## src/rtl/leak_timer_pkg.sv

```systemverilog
package leak_timer_pkg;
  // Action chosen for the count state each cycle, highest priority first.
  typedef enum logic [1:0] {
    ACT_CLEAR,
    ACT_LOAD,
    ACT_FIRE,
    ACT_COUNT
  } leak_act_e;
endpackage

```

## src/rtl/leak_prescaler.sv

```systemverilog
module leak_prescaler #(
  parameter int W = 11
) (
  input  logic         clk_i,
  input  logic         clr_i,
  input  logic         adv_i,
  output logic [W-1:0] cnt_o,
  output logic         carry_o
);
  localparam logic [W-1:0] LAST = '1;

  always_ff @(posedge clk_i) begin
    if (clr_i)      cnt_o <= '0;
    else if (adv_i) cnt_o <= cnt_o + 1'b1;
  end

  // Roll-over strobe that drives the upper counter.
  assign carry_o = adv_i && (cnt_o == LAST);
endmodule

```

## src/rtl/leak_upper_pair.sv

```systemverilog
module leak_upper_pair #(
  parameter int UP_W = 42,
  parameter int HI_W = 10
) (
  input  logic            clk_i,
  input  logic            clr_i,
  input  logic            inc_i,
  input  logic            ld_i,
  input  logic [HI_W-1:0] ld_data_i,
  output logic [UP_W-1:0] cnt_o
);
  localparam int LO_W = UP_W - HI_W;

  logic [LO_W-1:0] lo_q;
  logic [HI_W-1:0] hi_q;
  logic            lo_wrap;

  // The lower word rolling over carries into the upper word.
  assign lo_wrap = inc_i && (&lo_q);

  always_ff @(posedge clk_i) begin
    if (clr_i)                lo_q <= '0;
    else if (inc_i && !ld_i)  lo_q <= lo_q + 1'b1;
  end

  always_ff @(posedge clk_i) begin
    if (clr_i)                  hi_q <= '0;
    else if (ld_i)              hi_q <= ld_data_i;
    else if (lo_wrap)           hi_q <= hi_q + 1'b1;
  end

  assign cnt_o = {hi_q, lo_q};
endmodule

```

## src/rtl/leak_match.sv

```systemverilog
module leak_match #(
  parameter int UP_W = 42
) (
  input  logic [UP_W-1:0] cnt_i,
  input  logic [UP_W-1:0] thr_a_i,
  input  logic [UP_W-1:0] thr_b_i,
  output logic            hit_o
);
  logic [UP_W-1:0] need;

  // Each marked bit is satisfied when it is set in the counter.
  // Bits that are not marked are satisfied automatically.
  for (genvar b = 0; b < UP_W; b++) begin : g_bit
    assign need[b] = !(thr_a_i[b] || thr_b_i[b]) || cnt_i[b];
  end

  // Both words must mark something; the same bit twice means a single-bit match.
  assign hit_o = (|thr_a_i) && (|thr_b_i) && (&need);
endmodule

```

## src/rtl/leak_timer.sv

```systemverilog
module leak_timer
  import leak_timer_pkg::*;
#(
  parameter int PRE_W = 11,
  parameter int UP_W  = 42,
  parameter int RD_W  = 10,
  parameter int REG_W = 32
) (
  input  logic             clk_i,
  input  logic             rst_i,
  input  logic             en_i,
  input  logic [UP_W-1:0]  thr_hi_i,
  input  logic [UP_W-1:0]  thr_lo_i,
  input  logic             sw_wr_i,
  input  logic [RD_W-1:0]  sw_data_i,
  output logic             leak_o,
  output logic [REG_W-1:0] rd_view_o
);
  localparam int PAD_W = REG_W - RD_W;

  leak_act_e        act;
  logic             hit;
  logic             pre_carry;
  logic [PRE_W-1:0] pre_cnt;
  logic [UP_W-1:0]  up_cnt;
  logic             leak_q;

  leak_match #(.UP_W(UP_W)) u_match (
    .cnt_i   (up_cnt),
    .thr_a_i (thr_hi_i),
    .thr_b_i (thr_lo_i),
    .hit_o   (hit)
  );

  // Priority order: clear, then software load, then fire, then count.
  always_comb begin
    if (rst_i || !en_i) act = ACT_CLEAR;
    else if (sw_wr_i)   act = ACT_LOAD;
    else if (hit)       act = ACT_FIRE;
    else                act = ACT_COUNT;
  end

  leak_prescaler #(.W(PRE_W)) u_pre (
    .clk_i   (clk_i),
    .clr_i   (act == ACT_CLEAR || act == ACT_FIRE),
    .adv_i   (act == ACT_COUNT),
    .cnt_o   (pre_cnt),
    .carry_o (pre_carry)
  );

  leak_upper_pair #(.UP_W(UP_W), .HI_W(RD_W)) u_upper (
    .clk_i     (clk_i),
    .clr_i     (act == ACT_CLEAR || act == ACT_FIRE),
    .inc_i     (pre_carry),
    .ld_i      (act == ACT_LOAD),
    .ld_data_i (sw_data_i),
    .cnt_o     (up_cnt)
  );

  // The strobe is registered: it rises together with the cleared count.
  always_ff @(posedge clk_i) begin
    leak_q <= (act == ACT_FIRE);
  end

  assign leak_o    = leak_q;
  assign rd_view_o = {{PAD_W{1'b0}}, up_cnt[UP_W-1 -: RD_W]};

  // A rollover leaves the prescaler at zero and moves the upper counter by one.
  assert_carry_R2: assert property (@(posedge clk_i) disable iff (rst_i)
    pre_carry |=> (pre_cnt == '0 && up_cnt == $past(up_cnt) + 1'b1));

  // Without a carry, a load, a clear or a fire, the upper counter stays put.
  assert_hold_R4: assert property (@(posedge clk_i) disable iff (rst_i)
    (act == ACT_COUNT && !pre_carry) |=> $stable(up_cnt));

  // A pulse is a single cycle long.
  assert_single_R5: assert property (@(posedge clk_i) disable iff (rst_i)
    leak_q |=> !leak_q);

  // A pulse coincides with a count of zero.
  assert_leak_zero_R6: assert property (@(posedge clk_i) disable iff (rst_i)
    leak_q |-> (up_cnt == '0 && pre_cnt == '0));

  // An empty threshold word never produces a pulse.
  assert_no_thr_R8: assert property (@(posedge clk_i) disable iff (rst_i)
    (thr_hi_i == '0 || thr_lo_i == '0) |=> !leak_q);

  // Dropping enable clears the count and keeps the strobe low.
  assert_disable_R9: assert property (@(posedge clk_i) disable iff (rst_i)
    !en_i |=> (!leak_q && up_cnt == '0 && pre_cnt == '0));

  // A write loads the top bits and suppresses any pulse in the same cycle.
  assert_write_wins_R10: assert property (@(posedge clk_i) disable iff (rst_i)
    (en_i && sw_wr_i) |=> (!leak_q && up_cnt[UP_W-1 -: RD_W] == $past(sw_data_i)));
endmodule

```

## config.mk

```make
export PLATFORM = sky130hd
export DESIGN_NAME = leak_timer
export DESIGN_NICKNAME = d
export VERILOG_FILES = /design/src/rtl/leak_timer_pkg.sv /design/src/rtl/leak_prescaler.sv /design/src/rtl/leak_upper_pair.sv /design/src/rtl/leak_match.sv /design/src/rtl/leak_timer.sv
export SDC_FILE = /design/constraint.sdc
export NUM_CORES = 1
export LEC_CHECK = 0
export BUFFER_PORTS_ARGS = -buffer_cell sky130_fd_sc_hd__buf_2
export CELL_PAD_IN_SITES_DETAIL_PLACEMENT = 1
export CELL_PAD_IN_SITES_GLOBAL_PLACEMENT = 1
export CORE_MARGIN = 2
export CORE_UTILIZATION = 36
export DETAILED_ROUTE_END_ITERATION = 16
export PLACE_DENSITY_LB_ADDON = 0.2
export SYNTH_ARGS = -nofsm -noshare
export SYNTH_HDL_FRONTEND = slang
export SYNTH_SLANG_ARGS = --single-unit
```

## constraint.sdc

```tcl
create_clock -name clk_i -period 2.4 [get_ports clk_i]
set_input_delay 0.24 -clock clk_i [delete_from_list [all_inputs] [get_ports clk_i]]
set_output_delay 0.24 -clock clk_i [all_outputs]
set_load 0.05 [all_outputs]
```

==> flow_summary_export.csv <==
group,metric,value,unit
timing,report.final.slew_viol_count,0,
route,wl_per_cell,18.12,um
grt,grt-ovfl-total,0,
place,placed_cells,734,
timing,tightest_slew,0.7338,ns
worst_setup_path,r2r_setup_slack,0.09,ns
logic_synthesis,synth-edff-count,0,
grt,grt_max_degree,25,
worst_setup_path,crit_path_end_kind,"flop",
floorplanning,core-area,9819,um^2
final_layout,final_common_cell,"buf_2",
final_layout,post-route-util,48.73,%
worst_hold_path,hp-class,"input port to flop",
power_and_ir_drop,powerDensity,376.5,nW/um^2
clock_tree,clk_path_buf_depth,2,
floorplanning,die_area,10940,um^2
timing,maxSlewHeadroom,50.96,%
route,via_count,4095,
floorplanning,start_util,37.10,%
logic_synthesis,yosys.area.top_type_share,29.67,%
timing,clock_skew,0.009714,ns
logic_synthesis,ys_ff_latch,54,
floorplanning,ios,131,
route,vias_per_cell,5.511,
final_layout,areaGrowthSynthToFinish,31.32,%
grt,antenna_found_initial,0,
logic_synthesis,synth_warnings,0,
route,drcViolationCount,0,
final_layout,antenna_cells,0,
worst_setup_path,cp_max_fo,11,
final_layout,nets,710,
place,post-dp-hpwl,11170,um
route,routed_wl,13460,um
worst_setup_path,crit_type,"input port to flop",
logic_synthesis,synth_area,3643,um^2
place,gp_congestion,0.9340,
grt,grt.total_usage,24.27,%
final_layout,drive_gt1_share,36.39,%
logic_synthesis,yosysTopAreaCell,"dfxtp_1",
worst_setup_path,cp.required,2.66,ns
timing,finalHoldViolCount,0,
route,antenna_left,0,
floorplanning,std_cell_rows,36,
route,drtIter0Drc,150,
place,place_area,4649,um^2
clock_tree,clkTransAtPathRegs,0.11,ns
timing,setup_viol,0,
logic_synthesis,async_flop_share,0,%
clock_tree,cts-htree-levels,2,
timing,rsz0062_at_grt,"true",
clock_tree,cts_tree,"built",
timing,period_needed,2.332,ns
final_layout,final_cell_area,4785,um^2
floorplanning,dieHeight,104.6,um
worst_setup_path,startpoint_type,"input port",
logic_synthesis,synth_cell_types,62,
final_layout,mostFrequentLayoutCells,"108 x buf_2, 69 x buf_4, 59 x nor2_1",
clock_tree,cts_root_buf,"clkbuf_8",
logic_synthesis,avgSynthCellArea,8.097,um^2
route,drtPass1Iterations,4,
power_and_ir_drop,leakagePower,1.927,nW
logic_synthesis,yosys_most_used_dff,"dfxtp_1",
logic_synthesis,synth_cells,450,
logic_synthesis,ys_seq_area_share,29.67,%
place,port_buffers,108,
run_status,status,"completed",
grt,grt_pass1_vias,4181,
timing,max_freq,428.8,MHz
logic_synthesis,synth_area_leaders,"dfxtp_1 30%, buf_4 6.6%, nor2_1 6.1%",
timing,fin_crit_sh,97.17,%
clock_tree,cts-buffers-inserted,5,
clock_tree,insertion_delay,0.32,ns
floorplanning,die_x,104.6,um
grt,grt_pass1_wl,21370,um
timing,fin_setup_tns,0,ns
final_layout,fin_cells,743,
job,cap_violations,0,
clock_tree,cts.sinks,54,
worst_setup_path,worstPathArrival,2.59,ns
power_and_ir_drop,ir_drop,0.0003085,V
[worst max-delay path, stage by stage]
cell and delay, ns:
buf_2 0.11, nor4_1 0.59, nand4_1 0.23, nor3_1 0.23
nand4b_1 0.17, buf_4 0.23, o21ai_4 0.11, or4_4 0.52
a21oi_2 0.15
[sequential cells by signal, indices dropped and copies added, names as in the netlist]
register and cells:
u_upper.lo_q 32, u_upper.hi_q 10, leak_o 1, u_pre.cnt_o 11
[path summary, 6_finish.rpt]
kind / from / to / cells past startpoint
setup / recovery: thr_hi_i[2] / u_upper.lo_q[30] / 9
hold / removal: sw_data_i[4] / u_upper.hi_q[4] / 3
setup reg to reg: u_pre.cnt_o[0] / u_upper.lo_q[19] / 8
hold reg to reg: u_pre.cnt_o[9] / u_pre.cnt_o[9] / 2
[power breakdown]
part | internal, mW | switching [mW] | total [mW]
clock network | 0.212 | 0.337 | 0.548
registers | 0.903 | 0.00523 | 0.908
logic | 0.117 | 0.228 | 0.345
total | 1.23 | 0.570 | 1.80
[repair_timing]
action | CTS | global route
buffers inserted | 0 | 1
setup endpoints to repair | 0 | 44
hold buffers | 0 | 0
resized for setup | 0 | 9
[synthesized netlist by cell type (11+ instances only)]
cell       count
a21oi_1       25
buf_4         32
dfxtp_1       54
nand2_1       28
nand3_1       15
nand4_1       14
nor2_1        59
nor4_1        23
o2111ai_1     11
o21bai_1      27
o31ai_1       12
xor2_1        13
[through the flow]
step	worst slack (ns)	hold slack (ns)	total power, mW
floorplan	0.1722	0.3808	1.135
global placement	-0.008156	0.4668	1.265
detailed placement	-0.1489	0.4912	1.269
CTS	0.04429	0.2074	1.820
global route	-0.02075	0.2207	1.874
finish	0.06790	0.2106	1.801
[cell families (layout without fill, tap and decap cells)]
kind of cell	after synthesis	after routing	share of synthesized area, %
compound gates	117	117	23.35
xor+xnor	20	20	4.808
fa+ha+maj	3	3	1.030
buf+inv	58	197	10.20
flops	54	54	29.67
mux	3	3	0.8585
other cells	1	22	0.1029
simple gates	194	194	29.98
[cell type report]
class	count	area, um^2
fillers	1272	5035
multi-input cells	359	2296
inverters	9	33.78
clock inverters	3	25.02
well taps	133	166.4
repair buffers	180	1110
flip-flops and latches	54	1085
clock buffers	5	68.82
[per-layer routing]
metal | vias to the layer above | routed length [um] | track usage [%] | part of all wire, %
met5 | - | 0 | 0 | 0
met4 | 0 | 182 | 5.619 | 1.4
met3 | 16 | 838 | 3.868 | 6.2
met2 | 138 | 6532 | 42.25 | 49
met1 | 1994 | 5907 | 31.51 | 44
li1 | 1947 | - | - | -
Note: power is estimated with default switching activity, not from simulation.
